**src/rtl/sector_seq_pkg.sv**
```systemverilog
package sector_seq_pkg;
    parameter int SEC_W  = 8;
    parameter int OFF_W  = 8;
    localparam int ADDR_W = OFF_W + 1;
    localparam int WORD_W = 2 * SEC_W + 1 + OFF_W;

    typedef enum logic [3:0] {
        OP_LJUMP = 4'b0000,
        OP_BNZ   = 4'b0100,
        OP_BRA   = 4'b1000,
        OP_BMI   = 4'b1100,
        OP_SECT  = 4'b1110
    } flow_op_e;

    typedef struct packed {
        logic [SEC_W-1:0] isec;
        logic             syl;
        logic [OFF_W-1:0] off;
        logic [SEC_W-1:0] dsec;
    } ctl_word_t;

    typedef struct packed {
        ctl_word_t ctl;
        logic      taken;
    } seq_state_t;
endpackage

```
**src/rtl/sq_cond_eval.sv**
```systemverilog
module sq_cond_eval
    import sector_seq_pkg::*;
#(
    parameter int ACC_W = 26
) (
    input  logic [3:0]       opcode,
    input  logic [ACC_W-1:0] acc,
    output logic             short_take,
    output logic             long_take
);
    logic acc_nz;
    logic acc_neg;

    always_comb begin
        acc_nz     = |acc;
        acc_neg    = acc[ACC_W-1];
        long_take  = (opcode == OP_LJUMP);
        unique case (opcode)
            OP_BRA:  short_take = 1'b1;
            OP_BNZ:  short_take = acc_nz;
            OP_BMI:  short_take = acc_neg;
            default: short_take = 1'b0;
        endcase
    end
endmodule

```
**src/rtl/sq_opnd_sel.sv**
```systemverilog
module sq_opnd_sel
    import sector_seq_pkg::*;
#(
    parameter logic [SEC_W-1:0] RES_SEC = '1
) (
    input  logic [ADDR_W-1:0] addr,
    input  logic [SEC_W-1:0]  dsec,
    output logic [SEC_W-1:0]  sector,
    output logic [OFF_W-1:0]  offset
);
    always_comb begin
        offset = addr[OFF_W-1:0];
        sector = addr[ADDR_W-1] ? RES_SEC : dsec;
    end
endmodule

```
**src/rtl/sq_word_unpack.sv**
```systemverilog
module sq_word_unpack
    import sector_seq_pkg::*;
(
    input  logic [WORD_W-1:0] word,
    output ctl_word_t         fields
);
    always_comb begin
        fields.isec = word[WORD_W-1 -: SEC_W];
        fields.syl  = word[OFF_W+SEC_W];
        fields.off  = word[SEC_W +: OFF_W];
        fields.dsec = word[SEC_W-1:0];
    end
endmodule

```
**src/rtl/sector_seq.sv**
```systemverilog
module sector_seq
    import sector_seq_pkg::*;
#(
    parameter int                ACC_W   = 26,
    parameter logic [SEC_W-1:0]  RES_SEC = '1
) (
    input  logic              clk,
    input  logic              rst_n,
    input  logic              step_i,
    input  logic [3:0]        opcode_i,
    input  logic [ADDR_W-1:0] addr_i,
    input  logic [ACC_W-1:0]  acc_i,
    input  logic [WORD_W-1:0] jc_word_i,
    output logic [SEC_W-1:0]  opnd_sector_o,
    output logic [OFF_W-1:0]  opnd_offset_o,
    output logic [SEC_W-1:0]  isec_o,
    output logic              syl_o,
    output logic [OFF_W-1:0]  off_o,
    output logic [SEC_W-1:0]  dsec_o,
    output logic              taken_o
);
    seq_state_t state_d, state_q;
    logic       short_take;
    logic       long_take;
    logic       sect_chg;
    ctl_word_t  loaded;

    sq_cond_eval #(.ACC_W(ACC_W)) u_cond (
        .opcode     (opcode_i),
        .acc        (acc_i),
        .short_take (short_take),
        .long_take  (long_take)
    );

    sq_opnd_sel #(.RES_SEC(RES_SEC)) u_opnd (
        .addr   (addr_i),
        .dsec   (state_q.ctl.dsec),
        .sector (opnd_sector_o),
        .offset (opnd_offset_o)
    );

    sq_word_unpack u_unpack (
        .word   (jc_word_i),
        .fields (loaded)
    );

    always_comb begin
        sect_chg = (opcode_i == OP_SECT) && !addr_i[ADDR_W-1];
        state_d  = state_q;
        if (step_i) begin
            state_d.taken = 1'b0;
            if (long_take) begin
                state_d.ctl   = loaded;
                state_d.taken = 1'b1;
            end else if (short_take) begin
                state_d.ctl.off = addr_i[OFF_W-1:0];
                state_d.ctl.syl = addr_i[ADDR_W-1];
                state_d.taken   = 1'b1;
            end else begin
                state_d.ctl.off = state_q.ctl.off + 1'b1;
                if (sect_chg) begin
                    state_d.ctl.dsec = addr_i[SEC_W-1:0];
                end
            end
        end else begin
            state_d.taken = 1'b0;
        end
    end

    always_ff @(posedge clk) begin
        if (!rst_n) begin
            state_q <= '0;
        end else begin
            state_q <= state_d;
        end
    end

    always_comb begin
        isec_o  = state_q.ctl.isec;
        syl_o   = state_q.ctl.syl;
        off_o   = state_q.ctl.off;
        dsec_o  = state_q.ctl.dsec;
        taken_o = state_q.taken;
    end
endmodule

```
**config.mk**
```make
export PLATFORM = sky130hd
export DESIGN_NAME = sector_seq
export DESIGN_NICKNAME = d
export VERILOG_FILES = /design/src/rtl/sector_seq_pkg.sv /design/src/rtl/sq_cond_eval.sv /design/src/rtl/sq_opnd_sel.sv /design/src/rtl/sq_word_unpack.sv /design/src/rtl/sector_seq.sv
export SDC_FILE = /design/constraint.sdc
export NUM_CORES = 1
export LEC_CHECK = 0
export BUFFER_PORTS_ARGS = -buffer_cell sky130_fd_sc_hd__buf_2
export CORE_ASPECT_RATIO = 2
export CORE_MARGIN = 2
export CORE_UTILIZATION = 35
export CTS_CLUSTER_SIZE = 16
export DETAILED_ROUTE_END_ITERATION = 10
export GPL_TIMING_DRIVEN = 1
export PLACE_DENSITY = 0.7
export SYNTH_ARGS = -nofsm -noshare
export SYNTH_HDL_FRONTEND = slang
export SYNTH_SLANG_ARGS = --single-unit
```
**constraint.sdc**
```tcl
create_clock -name clk -period 2.45 [get_ports clk]
set_input_delay 0.3675 -clock clk [delete_from_list [all_inputs] [get_ports clk]]
set_output_delay 0.3675 -clock clk [all_outputs]
set_load 0.01 [all_outputs]
```
==> flow_metrics.env <==
export IMPL_hold_viol_final=0
export IMPL_synth_cells=194
export IMPL_post_drt_wl_per_cell_um=12.38
export IMPL_setup_viol=0
export IMPL_worst_slew_pin_slew_ps=584.2
export IMPL_status="finished clean"
export IMPL_port_buffer_count=108
export IMPL_core_um2=4254
export IMPL_synth_cell_area_um2=1526
export IMPL_drive_gt1_frac=0.4360
export IMPL_holdPathStages=3
export IMPL_grt_use_total=0.1766
export IMPL_path_buf_inv=1
export IMPL_fin_crit_sh=0.6755
export IMPL_dr_pass1_iters=4
export IMPL_max_slew_margin=0.6101
export IMPL_drt_iter0_drc=18
export IMPL_yosys_area_share_simple=0.3156
export IMPL_muxShareOfSynthArea=0.05246
export IMPL_synth_compound_area_frac=0.1902
export IMPL_grt_overflow=0
export IMPL_start_kind="input port"
export IMPL_die_area_um2=4937
export IMPL_cts_sinks=26
export IMPL_r2r_end="off_o[6]"
export IMPL_crit_slowest_cell="o221ai_4"
export IMPL_tritoncts="built"
export IMPL_rr_worst_depth=6
export IMPL_cp_max_fo=10
export IMPL_grt_pass1_vias=1686
export IMPL_critPathRequiredTime_ps=2580
export IMPL_synthToLayoutAreaGrowth_pct=38.77
export IMPL_ys_seq_area_frac=0.3410
export IMPL_start_util=0.3588
export IMPL_yosysWarnings=0
export IMPL_ant_nets=0
export IMPL_fin_nets=358
export IMPL_cts_made_buffers=3
export IMPL_hp_class="in -> reg"
export IMPL_cts_root_buf="clkbuf_8"
export IMPL_ys_types=34
export IMPL_critPathMaxStageDelay_ps=460
export IMPL_ys_ff_latch=26
export IMPL_drc_errors=0
export IMPL_post_cts_buffers=0
export IMPL_setup_tns_ps=0
export IMPL_antenna_cells=0
export IMPL_skew_ps=3.747
export IMPL_worstHoldStart="jc_word_i[12]"
export IMPL_place_gp_congestion=0.7807
export IMPL_yosys_area_share_adder=0.008197
export IMPL_insertion_delay_ps=270
export IMPL_cts_buffer_depth=2
export IMPL_whs_ps=347.2
export IMPL_drt_total_wl_um=4246
export IMPL_min_period_ps=1655
export IMPL_crit_arrival_ps=1790
export IMPL_die_w_um=50.70
export IMPL_cts_htree_levels=1
export IMPL_synth_top_family_by_area="simple AND/OR/NAND/NOR gates"
export IMPL_worstPathCellList="buf_2 -> nor4_1 -> nand4_1 -> o221ai_4 -> mux2i_1 -> a31oi_1"
export IMPL_p_leak_nw=1.013
export IMPL_max_freq_mhz=604.3
export IMPL_cts_clk_slew_worst_paths_ps=90
export IMPL_vias_per_cell=4.994
export IMPL_hpwl_um=3411
export IMPL_antenna_found_initial=0
export IMPL_critPathKind="in -> reg"
export IMPL_grt_pass1_wl_um=7182
export IMPL_synth_xor_area_frac=0.02295
export IMPL_row_count=34
export IMPL_final_util=0.4979
export IMPL_maxSlewViolCount=0
export IMPL_via_count=1713
export IMPL_max_vdd_ir_drop_mv=0.3902
export IMPL_rsz0062_at_grt="false"
export IMPL_cap_violations=0
export IMPL_crit_family="compound AO/OA/AOI/OAI gates"
export IMPL_ios=109
export IMPL_syn_num_nets=262
export IMPL_grt_max_degree=30
export IMPL_cts_resized=0
export IMPL_powerDensity_nw_per_um2=484.6
export IMPL_crit_path_end_kind="flop"
export IMPL_reg2reg_from="off_o[0]"
export IMPL_hold_end="off_o[4]"
export IMPL_r2r_slack_ps=1020
export IMPL_avgSynthCellArea_um2=7.868
export IMPL_cts_hold_buf=0
export IMPL_die_h_um=97.40
power by group:
part	switching [mW]	leakage, nW	internal, mW
Sequential	0.0210	0.212	0.441
Combinational	0.109	0.765	0.105
Clock	0.133	0.0357	0.218
worst max-delay path by stage:
stage | depth (start not counted) | start | slack [ps] | end
global placement | 6 | opcode_i[3] | 550 | taken_o
global route | 6 | opcode_i[3] | 610 | off_o[6]
CTS | 6 | opcode_i[3] | 780 | off_o[6]
detailed placement | 6 | opcode_i[3] | 490 | off_o[6]
finish | 6 | opcode_i[3] | 800 | off_o[6]
floorplan | 5 | opcode_i[3] | 840 | off_o[5]
cell type report:
type,count,area [um^2]
Fill cell,448,2136
Multi-Input combinational cell,148,899.6
Timing Repair Buffer,110,555.5
Sequential cell,26,520.5
Tap cell,54,67.56
Clock buffer,3,41.29
Clock inverter,1,30.03
Inverter,1,3.754
flip-flops by register name, indices dropped and copies added (netlist names):
name and flops:
off_o 8, isec_o 8, dsec_o 8, taken_o 1
syl_o 1
cells by family (layout without fill, tap and decap cells):
group,Yosys count,count (layout)
and+or+nand+nor,96,96
AOI/OAI and AO/OA,39,39
xor gates and xnor gates,4,4
adders and majority gates,1,1
DFF,26,26
buffers and inverters,20,115
muxes,8,8
layout by cell type (no fill, tap or decap), types with 3 or more instances in the layout:
cell type  synthesis  final
nand2_1           41     41
nor4_1             6      6
clkbuf_8           0      3
nor2_1            13     13
or2_2              8      8
o21ai_0            8      8
nand3_1           14     14
a31oi_1            6      6
a311oi_1           8      8
xor2_1             4      4
a21oi_1            3      3
a21boi_0           7      7
buf_2              1    108
mux2i_1            8      8
dfxtp_1           26     26
through the flow:
stage                     setup slack [ps]  total power, mW  area [um^2]  cells
after global placement               550.7           0.6810         2047    339
after floorplan                      844.0           0.5820         1526    194
after detailed placement             494.7           0.6863         2047    339
final                                795.1            1.027         2118    343
after CTS                            784.4            1.041         2118    343
after global routing                 608.7            1.082         2118    343
worst register-to-register path, stage by stage (launching register included):
cell and delay [ps]:
dfxtp_1 450, ha_1 260, nand2_1 70, nor2_1 150, xor2_1 150, mux2i_1 90, a31oi_1 200
cells in the mapped netlist:
cell	number	area, um^2
o22ai_1	1	6.260
a21oi_1	3	15.01
buf_2	1	5.000
o32ai_1	1	8.760
dfxtp_1	26	520.5
or4_1	1	7.510
nand4_1	2	12.51
nor4_1	6	37.54
nor2_1	13	48.80
a21boi_1	1	7.510
clkbuf_1	10	37.54
nor3_1	1	5.000
buf_4	8	60.06
nor3_2	1	10.01
nand4b_1	1	8.760
xor2_1	4	35.03
o221ai_1	2	17.52
inv_1	1	3.750
a311oi_1	8	70.07
o221ai_4	1	26.28
nand2_1	41	153.9
o31a_1	1	8.760
a31oi_1	6	37.54
a21boi_0	7	52.55
nand2b_1	2	12.51
nor3b_4	1	18.77
or2_2	8	50.05
ha_1	1	12.51
o21ai_0	8	40.04
nand3_1	14	70.07
nor4_4	1	21.27
and2_1	2	12.51
mux2i_1	8	80.08
or3_1	2	12.51
per-layer routing:
metal | vias up | share of wire | wire length (um) | track usage
met4 | 0 | 0.0035 | 15 | 0.03326
li1 | 877 | - | - | -
met5 | - | 0 | 0 | 0
met2 | 80 | 0.47 | 1984 | 0.2996
met1 | 754 | 0.45 | 1901 | 0.2347
met3 | 2 | 0.081 | 345 | 0.02615
(Power assumes the default switching activity.)
